<file path="src/rtl/intarb_pkg.sv">
package intarb_pkg;
    localparam int NSRC    = 3;
    localparam int SRC_RST = 0;
    localparam int SRC_NMI = 1;
    localparam int SRC_IRQ = 2;
    localparam int NLATCH  = 2;

    typedef logic [NSRC-1:0] src_vec_t;

    typedef enum logic {
        ST_WATCH = 1'b0,
        ST_GRANT = 1'b1
    } arb_state_t;
endpackage

</file>
<file path="src/rtl/intarb_pulse_latch.sv">
module intarb_pulse_latch (
    input  logic clk,
    input  logic rst_n,
    input  logic trig,
    input  logic clr,
    output logic pend
);
    always_ff @(posedge clk or negedge rst_n) begin
        if (!rst_n) pend <= 1'b0;
        else        pend <= trig | (pend & ~clr);
    end

    // a pending event is held until it is serviced
    a_r3_latch_hold: assert property (@(posedge clk) disable iff (!rst_n)
        pend && !clr |=> pend);
    a_r3_latch_set: assert property (@(posedge clk) disable iff (!rst_n)
        trig |=> pend);
endmodule

</file>
<file path="src/rtl/intarb_delay.sv">
module intarb_delay (
    input  logic clk,
    input  logic rst_n,
    input  logic late_variant,
    input  logic fin_clear,
    input  logic fin_pull,
    input  logic fin_branch,
    input  logic was_dis,
    input  logic dis_flag,
    input  logic bnd_clr,
    input  logic consult,
    input  logic rst_pend,
    input  logic nmi_pend,
    output logic skip
);
    logic idly, ndly, handled;
    logic arm_i, arm_n;

    always_comb begin
        arm_i = 1'b0;
        arm_n = 1'b0;
        if (!late_variant) begin
            if (fin_clear)  arm_i = was_dis;
            if (fin_pull)   arm_i = was_dis & ~dis_flag;
            if (fin_branch) begin
                arm_i = 1'b1;
                arm_n = 1'b1;
            end
        end
    end

    assign skip = consult & ~late_variant & ~rst_pend & ~handled &
                  (ndly | (idly & ~nmi_pend));

    always_ff @(posedge clk or negedge rst_n) begin
        if (!rst_n) begin
            idly    <= 1'b0;
            ndly    <= 1'b0;
            handled <= 1'b0;
        end else begin
            if (bnd_clr) begin
                idly <= 1'b0;
                ndly <= 1'b0;
            end
            if (arm_i) idly <= 1'b1;
            if (arm_n) ndly <= 1'b1;
            if (consult) handled <= skip;
        end
    end

    // the later variant never skips
    a_r11_no_skip_late: assert property (@(posedge clk) disable iff (!rst_n)
        late_variant |-> !skip);
    // a boundary with no new arming leaves both hold-backs clear
    a_r10_flags_cleared: assert property (@(posedge clk) disable iff (!rst_n)
        bnd_clr && !fin_clear && !fin_pull && !fin_branch |=> !idly && !ndly);
    // two consecutive evaluated boundaries are never both skipped
    a_r9_single_skip: assert property (@(posedge clk) disable iff (!rst_n)
        skip |=> !skip);
endmodule

</file>
<file path="src/rtl/intarb_fsm.sv">
module intarb_fsm
    import intarb_pkg::*;
(
    input  logic                clk,
    input  logic                rst_n,
    input  logic                boundary,
    input  logic                rst_pend,
    input  logic                nmi_pend,
    input  logic                irq_line,
    input  logic                dis_flag,
    input  logic                skip,
    input  logic                svc_ack,
    output logic                consult,
    output logic                bnd_clr,
    output logic [NLATCH-1:0]   clr_vec,
    output src_vec_t            svc_req
);
    arb_state_t state, state_nx;
    src_vec_t   pick;

    assign bnd_clr = boundary && (state == ST_WATCH);
    assign consult = bnd_clr && (rst_pend || nmi_pend || irq_line);

    always_comb begin
        pick = '0;
        if (rst_pend)                  pick[SRC_RST] = 1'b1;
        else if (skip)                 pick = '0;
        else if (nmi_pend)             pick[SRC_NMI] = 1'b1;
        else if (irq_line && !dis_flag) pick[SRC_IRQ] = 1'b1;
    end

    always_comb begin
        state_nx = state;
        unique case (state)
            ST_WATCH: if (consult && (pick != '0)) state_nx = ST_GRANT;
            ST_GRANT: if (svc_ack)                 state_nx = ST_WATCH;
            default:                               state_nx = ST_WATCH;
        endcase
    end

    always_comb begin
        clr_vec = '0;
        if (state == ST_GRANT && svc_ack) clr_vec = svc_req[NLATCH-1:0];
    end

    always_ff @(posedge clk or negedge rst_n) begin
        if (!rst_n) state <= ST_WATCH;
        else        state <= state_nx;
    end

    always_ff @(posedge clk or negedge rst_n) begin
        if (!rst_n) begin
            svc_req <= '0;
        end else begin
            unique case (state)
                ST_WATCH: if (consult) svc_req <= pick;
                ST_GRANT: if (svc_ack) svc_req <= '0;
                default:               svc_req <= '0;
            endcase
        end
    end

    // at most one source requested
    a_r1_onehot: assert property (@(posedge clk) disable iff (!rst_n)
        $onehot0(svc_req));
    // request held until acknowledged
    a_r4_hold: assert property (@(posedge clk) disable iff (!rst_n)
        state == ST_GRANT && !svc_ack |=> $stable(svc_req));
    a_r4_release: assert property (@(posedge clk) disable iff (!rst_n)
        state == ST_GRANT && svc_ack |=> svc_req == '0);
    // reset wins at once
    a_r5_reset_first: assert property (@(posedge clk) disable iff (!rst_n)
        consult && rst_pend |=> svc_req == src_vec_t'(1 << SRC_RST));
    // IRQ only when unmasked
    a_r2_irq_unmasked: assert property (@(posedge clk) disable iff (!rst_n)
        $rose(svc_req[SRC_IRQ]) |-> $past(!dis_flag));
endmodule

</file>
<file path="src/rtl/intr_boundary_arbiter.sv">
module intr_boundary_arbiter
    import intarb_pkg::*;
(
    input  logic            clk,
    input  logic            rst_n,
    input  logic            rst_trig,
    input  logic            nmi_trig,
    input  logic            irq_line,
    input  logic            dis_flag,
    input  logic            was_dis,
    input  logic            fin_clear,
    input  logic            fin_pull,
    input  logic            fin_branch,
    input  logic            boundary,
    input  logic            late_variant,
    input  logic            svc_ack,
    output logic [NSRC-1:0] svc_req
);
    logic [NLATCH-1:0] trig_vec, clr_vec, pend_vec;
    logic consult, bnd_clr, skip;

    assign trig_vec[SRC_RST] = rst_trig;
    assign trig_vec[SRC_NMI] = nmi_trig;

    for (genvar g = 0; g < NLATCH; g++) begin : g_latch
        intarb_pulse_latch u_latch (
            .clk  (clk),
            .rst_n(rst_n),
            .trig (trig_vec[g]),
            .clr  (clr_vec[g]),
            .pend (pend_vec[g])
        );
    end

    intarb_delay u_delay (
        .clk         (clk),
        .rst_n       (rst_n),
        .late_variant(late_variant),
        .fin_clear   (fin_clear),
        .fin_pull    (fin_pull),
        .fin_branch  (fin_branch),
        .was_dis     (was_dis),
        .dis_flag    (dis_flag),
        .bnd_clr     (bnd_clr),
        .consult     (consult),
        .rst_pend    (pend_vec[SRC_RST]),
        .nmi_pend    (pend_vec[SRC_NMI]),
        .skip        (skip)
    );

    intarb_fsm u_fsm (
        .clk     (clk),
        .rst_n   (rst_n),
        .boundary(boundary),
        .rst_pend(pend_vec[SRC_RST]),
        .nmi_pend(pend_vec[SRC_NMI]),
        .irq_line(irq_line),
        .dis_flag(dis_flag),
        .skip    (skip),
        .svc_ack (svc_ack),
        .consult (consult),
        .bnd_clr (bnd_clr),
        .clr_vec (clr_vec),
        .svc_req (svc_req)
    );
endmodule

</file>
<file path="config.mk">
export PLATFORM = sky130hd
export DESIGN_NAME = intr_boundary_arbiter
export DESIGN_NICKNAME = d
export VERILOG_FILES = /design/src/rtl/intarb_pkg.sv /design/src/rtl/intarb_pulse_latch.sv /design/src/rtl/intarb_delay.sv /design/src/rtl/intarb_fsm.sv /design/src/rtl/intr_boundary_arbiter.sv
export SDC_FILE = /design/constraint.sdc
export NUM_CORES = 1
export LEC_CHECK = 0
export BUFFER_PORTS_ARGS = -buffer_cell sky130_fd_sc_hd__buf_4
export CORE_MARGIN = 1
export CORE_UTILIZATION = 35
export DETAILED_ROUTE_END_ITERATION = 10
export RECOVER_POWER = 25
export SLEW_MARGIN = 40
export SYNTH_ARGS = -nofsm -noshare
export SYNTH_HDL_FRONTEND = slang
export SYNTH_HIERARCHICAL = 1
export SYNTH_SLANG_ARGS = --single-unit
</file>
<file path="constraint.sdc">
create_clock -name clk -period 1.99 [get_ports clk]
set_input_delay 0.0995 -clock clk [delete_from_list [all_inputs] [get_ports clk]]
set_output_delay 0.0995 -clock clk [all_outputs]
set_load 0.02 [all_outputs]
</file>
==> results.yml, run 1 <==
worst_hold_path:
  hp-class: "input port to flop"
  hold_depth: 2
logic_synthesis:
  synthDistinctLibCells: 25
  synthArstFlopShare_pct: 100
  ys_ff_latch: 9
  synth_warnings: 6
  syn_area_per_cell_um2: 10.1
  synth-main-ff-cell: "dfrtp_1"
  synth_area_um2: 497
  syn_nets: 62
  ys_seq_area_share_pct: 45.3
  synth_edf_count: 0
  syn-instance-count: 49
timing:
  hold_viol: 0
  rsz0062_at_grt: "false"
  finalCritPeriodShare_pct: 91.3
  clock_skew_ns: 0.00526
  maxSlewViolCount: 0
  tightestPinTransition_ns: 0.497
  clock.fmax_mhz: 550
  relSlewSlack_pct: 66.9
  period_needed_ns: 1.82
  timing.final.ws_setup_ns: 0.173
  final.setup.tns_ns: 0
  setup_viol: 0
pwr:
  p_leak_uw: 0.000329
  p_sw_share_pct: 28.2
  cellPowerDensity_mw_per_mm2: 699
  p_sw_uw: 133
  p_int_uw: 339
  clkPwrFrac_pct: 29.5
  combPwrFrac_pct: 24.9
  vdd_drop_max_mv: 0.388
  seqPwrFrac_pct: 45.6
worst_setup_path:
  cp_max_fo: 6
  path_buf_inv: 2
  cp-end-kind: "flop"
  crit_type: "flop to flop"
  critPathSlowestCell: "dfrtp_1"
  worst_path_dominant_cell_family: "simple AND/OR/NAND/NOR gates"
  cpPeakStageDelay_ns: 0.41
  worstPathRequired_ns: 2.12
  cp.arrival_ns: 1.95
  reg2regPathDepth: 9
  crit_top_cell: "nand2b_4"
  path_cells: "nand2b_4 > clkinv_4 > nand2b_4 > inv_2 > nand2b_4 > nor4_1 > nor2_1 > a211oi_1 > o22ai_1"
  start_kind: "flop"
  path_depth: 9
global_routing:
  use_met3_pct: 8.52
  busiest_layer: "met2"
  grt_pass1_vias: 391
  grt_pass1_wl_um: 1610
  overflow: 0
  grt_start_max_net_pins: 10
  grt_antenna_before_repair: 0
  use_met2_pct: 27.5
  use_met1_pct: 17.5
  grt.total_usage_pct: 16.0
detailed_routing:
  route.detailed.drc: 0
  ant_nets: 0
  firstDrtPassIters: 4
  post_drt_via_cell_ratio: 5.07
  avgRoutedWirePerCell_um: 11.9
  dr_total_vias: 436
  wl_um: 1020
  drtIter0Drc: 7
finish:
  fin_nets: 85
  postLayoutCoreUtil_pct: 51.3
  num_antenna_cells: 0
  layout-drive-gt1-share_pct: 40.8
  syn2layout_area_growth_pct: 36.0
  final_cell_mix: "16 x buf_4, 9 x dfrtp_1, 7 x inv_1"
  final_common_cell: "buf_4"
clocking:
  numCtsBuffers: 3
  cts_tree: "done"
  clkTransAtPathRegs_ns: 0.06
  clkLatencyLatePin_ns: 0.26
  h-tree-depth: 1
  cts_setup_buffers: 0
  cts_root_buf: "clkbuf_4"
  cts_sinks: 9
  cts.path.max_buffers: 2
place:
  dp_slack_ns: 0.201
  portBuffers: 15
  hpwlAfterDp_um: 803
  gp_congestion: 0.723
job:
  max_cap_viol_count: 0
floorplanning:
  dieArea_mm2: 0.00157
  fp-row-count: 13
  ios: 16
  dieWidth_um: 39.7
  die_y_um: 39.7
  start_util_pct: 37.7
  core_mm2: 0.00132
run_status:
  status: "complete, no violations"
==> area by class of cell <==
cell class                      instances  area [um2]
Tap cell                               15        18.8
Multi-Input combinational cell         31         233
Fill cell                             134         642
Timing Repair Buffer                   18         134
Clock buffer                            4        26.3
Inverter                                9        38.8
Sequential cell                         9         225
==> kinds of logic (layout without fill, tap and decap cells) <==
logic type	Yosys count	count (layout)	synth area share [%]
AO/OA/AOI/OAI	12	12	20.2
buffers and inverters	9	31	7.81
flip-flops	9	9	45.3
AND/OR/NAND/NOR	19	19	26.7
==> cell usage after synthesis, types with 2 or more instances <==
cell type | instances | area (um2)
a21o_1 | 2 | 15.0
o22ai_1 | 3 | 18.8
nand2b_4 | 3 | 41.3
nand2_1 | 4 | 15.0
inv_1 | 7 | 26.3
dfrtp_1 | 9 | 225
and3_1 | 2 | 12.5
nor2_1 | 2 | 7.51
==> what timing repair did <==
item,CTS,global route
hold buffers,1,0
resized for setup,0,0
endpoints found under the hold margin,9,0
==> sequential cells by signal (all words and copies together) (netlist names) <==
register,flops
u_fsm/svc_req,3
g_latch.u_latch/pend,2
u_delay/handled,1
u_delay/idly,1
u_delay/ndly,1
u_fsm/state,1
==> worst paths after layout <==
path / from / endpoint / slack, ns
max: u_fsm/state / u_fsm/state / 0.17
min: nmi_trig / g_latch[1].u_latch/pend / 0.02
max reg2reg: u_fsm/state / u_fsm/state / 0.17
min reg2reg: u_delay/handled / u_delay/handled / 0.51
max in group asynchronous: rst_n / u_fsm/svc_req[0] / 1.34
min in group asynchronous: rst_n / u_fsm/svc_req[1] / 0.31
==> power by group through the flow <==
stage	logic [uW]	clock network [uW]	registers, uW
finish	118	139	215
global route	130	158	218
CTS	120	148	216
detailed placement	118	0	219
global placement	116	0	219
floorplan	56.7	0	228
==> worst reg2reg max path: cells and delay by family, from the launching register on <==
kind	cells	cell delay, ns
buf+inv	2	0.16
compound gates	2	0.31
simple gates	5	0.81
flops	1	0.41
==> per-stage QoR <==
stage	hold slack [ns]	cells	cell area, um2	total power (uW)
global placement	-0.0677	81	643	335
floorplan	-0.196	49	497	284
finish	0.0195	86	676	472
CTS	0.0116	86	679	484
detailed placement	-0.0692	81	643	337
global route	0.0141	86	676	505
==> metal layers <==
layer | share of wire [%] | vias up
li1 | - | 217
met1 | 46 | 202
met2 | 46 | 17
met3 | 7.8 | 0
met4 | 0 | 0
met5 | 0 | -
Power figures use the tool's default switching activity.
==> run 2, diff against run 1 <==
Settings changed: CORE_AREA set to 2 2 39 41, CORE_MARGIN 1 to unset, CORE_UTILIZATION 35 to unset, DIE_AREA set to 0 0 41 43.
==> run 2 against run 1 <==
Via count decreased by 1.4%. Clock power decreased by 4%. Clock skew increased by 0.00066 ns. Critical path depth unchanged. Setup slack got worse by 0.13 ns. Cell area increased by 0.19%. Die area increased by 12%. First-iteration DRC count increased to 2.6 times the previous value. Sequential power about the same. Final cell count increased by 1.2%. Non-clock buffer count unchanged. Global-route usage decreased by 2.3 points. Largest power group unchanged.
==> results.yml, run 2 (synthesis gave the netlist of run 1 again) <==
finish:
  largest-register: "u_fsm/svc_req"
  stdcell_count: 87
  final_common_cell: "buf_4"
  syn2layout_area_growth_pct: 36.3
  final_cell_mix: "16 x buf_4, 9 x dfrtp_1, 7 x inv_1"
  register_area_um2: 225
  multi_input_area_um2: 233
  nFillCells: 143
  layout-drive-gt1-share_pct: 40.8
  largest_reg_flops: 3
  num_antenna_cells: 0
  reg_top3: "u_fsm/svc_req (3), g_latch.u_latch/pend (2)"
  fin_nets: 85
place:
  dp.cells: 82
  portBuffers: 15
  gp_congestion: 0.700
  hpwlAfterDp_um: 790
worst_setup_path:
  crit_top_cell: "nand2b_4"
  cp.arrival_ns: 2.07
  start_kind: "flop"
  path_cells: "nand2b_4 > clkinv_4 > nand2b_4 > inv_2 > nand2b_4 > nor4_1 > nor2_1 > a211oi_1 > o22ai_1"
  cpPeakStageDelay_ns: 0.42
  cp-end-kind: "flop"
  worstPathRequired_ns: 2.11
  critPathSlowestCell: "dfrtp_1"
  reg2regPathDepth: 9
  crit_type: "flop to flop"
  cp_max_fo: 6
timing:
  rsz0062_at_grt: "false"
  clock.fmax_mhz: 514
  tightestPinTransition_ns: 0.501
  finalCritPeriodShare_pct: 97.8
  setup_viol: 0
  period_needed_ns: 1.95
  relSlewSlack_pct: 66.6
  maxSlewViolCount: 0
  hold_viol: 0
  clock_skew_ns: 0.00592
  final.setup.tns_ns: 0
detailed_routing:
  wl_um: 992
  post_drt_via_cell_ratio: 4.94
  ant_nets: 0
  avgRoutedWirePerCell_um: 11.4
  firstDrtPassIters: 4
  route.detailed.drc: 0
  drtIter0Drc: 18
  dr_total_vias: 430
floorplanning:
  dieArea_mm2: 0.00176
  dieWidth_um: 41
  fp-row-count: 14
  ios: 16
  start_util_pct: 35.9
  core_mm2: 0.00138
  die_y_um: 43
pwr:
  power_uw: 467
  clkPwrFrac_pct: 28.7
  p_sw_share_pct: 27.5
  seqPwrFrac_pct: 46.3
  cellPowerDensity_mw_per_mm2: 690
  combPwrFrac_pct: 25.0
  p_leak_uw: 0.000329
  p_int_uw: 339
  vdd_drop_max_mv: 0.323
  p_sw_uw: 128
global_routing:
  grt_pass1_vias: 395
  grt_start_max_net_pins: 10
  grt_antenna_before_repair: 0
  grt_pass1_wl_um: 1570
  grt.total_usage_pct: 13.7
  overflow: 0
clocking:
  clkTransAtPathRegs_ns: 0.05
  numCtsBuffers: 3
  clkLatencyLatePin_ns: 0.25
  cts_tree: "done"
  cts_sinks: 9
  h-tree-depth: 1
  cts_root_buf: "clkbuf_4"
  cts.path.max_buffers: 2
worst_hold_path:
  hp-class: "input port to flop"
  hold_depth: 2
job:
  max_cap_viol_count: 0
run_status:
  status: "complete, no violations"
==> run 2: cell counts in the layout (fill, tap and decap cells not counted) <==
No cell type changed its count.
==> run 2: cell type report <==
| cell class | count | area share [%] |
|---|---|---|
| Clock buffer | 4 | 3.88 |
| Inverter | 9 | 5.73 |
| Multi-Input combinational cell | 31 | 34.4 |
| Sequential cell | 9 | 33.3 |
| Tap cell | 16 | 2.96 |
| Timing Repair Buffer | 18 | 19.8 |
==> run 2: timing repair <==
item | CTS | global route
hold endpoints to repair | 9 | 0
resized for setup | 0 | 0
setup buffers | 0 | 0
hold buffers | 1 | 0
==> run 2: per-layer routing <==
metal  global-route usage (%)  vias to the layer above  wire (um)
met5                        0                        -          0
met4                     10.0                        0         11
met3                     3.66                        2         87
met2                     19.1                       20        460
met1                     17.3                      187        433
li1                         -                      221          -
==> run 2: final timing paths <==
path / end / slack [ns] / from
min: g_latch[1].u_latch/pend / 0.02 / nmi_trig
max: u_fsm/state / 0.04 / u_fsm/state
min in group asynchronous: u_fsm/svc_req[0] / 0.32 / rst_n
max in group asynchronous: u_fsm/svc_req[1] / 1.33 / rst_n
min reg2reg: u_delay/handled / 0.50 / u_delay/handled
max reg2reg: u_fsm/state / 0.04 / u_fsm/state
==> run 2: power by group through the flow <==
stage | registers, uW | logic, uW | clock network (uW)
final | 216 | 117 | 134
after global placement | 219 | 117 | 0
after floorplan | 228 | 56.7 | 0
after CTS | 216 | 119 | 140
after detailed placement | 219 | 117 | 0
after global routing | 219 | 128 | 154
==> run 2: critical path, delay by kind of cell, from the launching register on <==
| kind | cells | cell delay (ns) |
|---|---|---|
| AO/OA/AOI/OAI | 2 | 0.38 |
| AND/OR/NAND/NOR | 5 | 0.86 |
| flip-flops | 1 | 0.42 |
| buffers and inverters | 2 | 0.16 |
==> run 2: per-stage QoR <==
step,area (um2),worst slack (ns),util (%),hold WS [ns]
after global placement,644,0.185,46.6,-0.0672
after global routing,677,0.00695,48.9,0.00930
after floorplan,497,0.338,-,-0.196
final,677,0.0433,48.9,0.0249
after CTS,681,0.0738,49.2,0.0188
after detailed placement,644,0.0891,46.6,-0.0690
==> run 3, diff against run 2 <==
Settings changed: PLACE_DENSITY set to 0.61.
==> run 3 against run 2 <==
Combinational power barely moved. Sequential share of layout area did not move. Final cell count did not move. Clock power rose by 4%. First-iteration DRC count fell by 44%. Largest cell class unchanged.
==> results.yml, run 3 (synthesis gave the netlist of run 1 again) <==
clocking:
  clkLatencyLatePin_ns: 0.25
  clkTransAtPathRegs_ns: 0.06
  cts_root_buf: "clkbuf_4"
  cts.repair.resized: 0
  numCtsBuffers: 3
  cts_hold_buf: 1
  cts.path.max_buffers: 2
  cts_setup_buffers: 0
  h-tree-depth: 1
  cts_tree: "done"
  cts_sinks: 9
pwr:
  clkPwrFrac_pct: 29.4
  p_leak_uw: 0.000329
  cellPowerDensity_mw_per_mm2: 697
  p_sw_uw: 133
  p_int_uw: 339
  vdd_drop_max_mv: 0.254
  combPwrFrac_pct: 24.8
  seqPwrFrac_pct: 45.7
  p_sw_share_pct: 28.2
worst_setup_path:
  cp-end-kind: "flop"
  r2r_start: "u_fsm/state"
  start_kind: "flop"
  reg2regPathDepth: 9
  r2r_slack_ns: 0.15
  cp-startpoint: "u_fsm/state"
  worstPathRequired_ns: 2.12
  crit_type: "flop to flop"
  cp_max_fo: 6
  r2r_end: "u_fsm/state"
  critPathCapture: "u_fsm/state"
  cp.arrival_ns: 1.97
timing:
  finalCritPeriodShare_pct: 92.5
  clock.fmax_mhz: 543
  period_needed_ns: 1.84
  final.setup.tns_ns: 0
  hold_viol: 0
  setup_viol: 0
  rsz0062_at_grt: "false"
  relSlewSlack_pct: 67.5
  tightestPinTransition_ns: 0.488
  holdWs_ns: 0.0257
  clock_skew_ns: 0.000634
  maxSlewViolCount: 0
global_routing:
  grt_start_max_net_pins: 10
  grt.total_usage_pct: 14.7
  grt_antenna_before_repair: 0
  grt_pass1_wl_um: 1750
  overflow: 0
  grt_pass1_vias: 440
detailed_routing:
  wl_met2_um: 508
  post_drt_via_cell_ratio: 4.93
  wl_met1_um: 428
  avgRoutedWirePerCell_um: 11.7
  firstDrtPassIters: 4
  dr_total_vias: 429
  ant_nets: 0
  drtIter0Drc: 10
  route.detailed.drc: 0
  route.met3.wl_um: 71
  routed.top_layer: "met4"
  wl_um: 1010
job:
  max_cap_viol_count: 0
finish:
  syn2layout_area_growth_pct: 36.3
  largest_reg_flops: 3
  final_common_cell: "buf_4"
  postLayoutCoreUtil_pct: 48.9
  largest-register: "u_fsm/svc_req"
  nFillCells: 131
  fin_nets: 85
  layout-drive-gt1-share_pct: 40.8
  reg_top3: "u_fsm/svc_req (3), g_latch.u_latch/pend (2)"
  final_cell_mix: "16 x buf_4, 9 x dfrtp_1, 7 x inv_1"
  num_antenna_cells: 0
run_status:
  status: "complete, no violations"
floorplanning:
  ios: 16
  core_mm2: 0.00138
  die_y_um: 43
  fp-row-count: 14
  dieWidth_um: 41
  start_util_pct: 35.9
  dieArea_mm2: 0.00176
place:
  gp_congestion: 0.699
  hpwlAfterDp_um: 824
  portBuffers: 15
worst_hold_path:
  hp-class: "input port to flop"
run 3: cell counts in the layout (fill, tap and decap cells not counted):
Identical to the previous run, type by type.
run 3: power groups by stage:
| stage | Sequential [uW] | Clock [uW] | Combinational (uW) |
|---|---|---|---|
| floorplan | 228 | 0 | 56.7 |
| global placement | 218 | 0 | 117 |
| detailed placement | 219 | 0 | 117 |
| CTS | 216 | 144 | 119 |
| global route | 219 | 162 | 129 |
| finish | 216 | 139 | 117 |
run 3: worst min-delay path by stage:
stage	start	end	slack [ns]	depth (start not counted)
floorplan	rst_n	g_latch[0].u_latch/pend	-0.20	0
global placement	rst_n	u_fsm/state	-0.07	1
detailed placement	rst_n	u_fsm/state	-0.07	1
CTS	rst_trig	g_latch[0].u_latch/pend	0.02	2
global route	rst_trig	g_latch[0].u_latch/pend	0.01	2
finish	rst_trig	g_latch[0].u_latch/pend	0.03	2
run 3: final cells by class:
cell class              instances  area (um2)  area share, %
clock buffers                   4        26.3           3.88
inverters                       9        38.8           5.73
multi-input cells              31         233           34.4
flip-flops and latches          9         225           33.3
well taps                      16        20.0           2.96
repair buffers                 18         134           19.8
run 3: stage by stage:
step           cell area, um2  instances  power [uW]  worst slack (ns)
2_1_floorplan             497         49         284             0.338
5_1_grt                   677         87         509            0.0322
3_3_place_gp              644         82         335             0.201
6_report                  677         87         472             0.148
3_5_place_dp              644         82         336             0.160
4_1_cts                   681         87         479             0.147
run 3: per-layer routing:
| layer | vias to the layer above | global-route usage, % |
|---|---|---|
| met1 | 198 | 17.9 |
| li1 | 216 | - |
| met2 | 13 | 22.5 |
| met4 | 0 | 8.00 |
| met5 | - | 0 |
| met3 | 2 | 3.66 |
run 3: critical path, stage by stage, from the launching register on:
cell and delay, ns:
dfrtp_1 0.41, nand2b_4 0.17, clkinv_4 0.07, nand2b_4 0.06, inv_2 0.09, nand2b_4 0.06, nor4_1 0.38, nor2_1 0.14
a211oi_1 0.25, o22ai_1 0.10
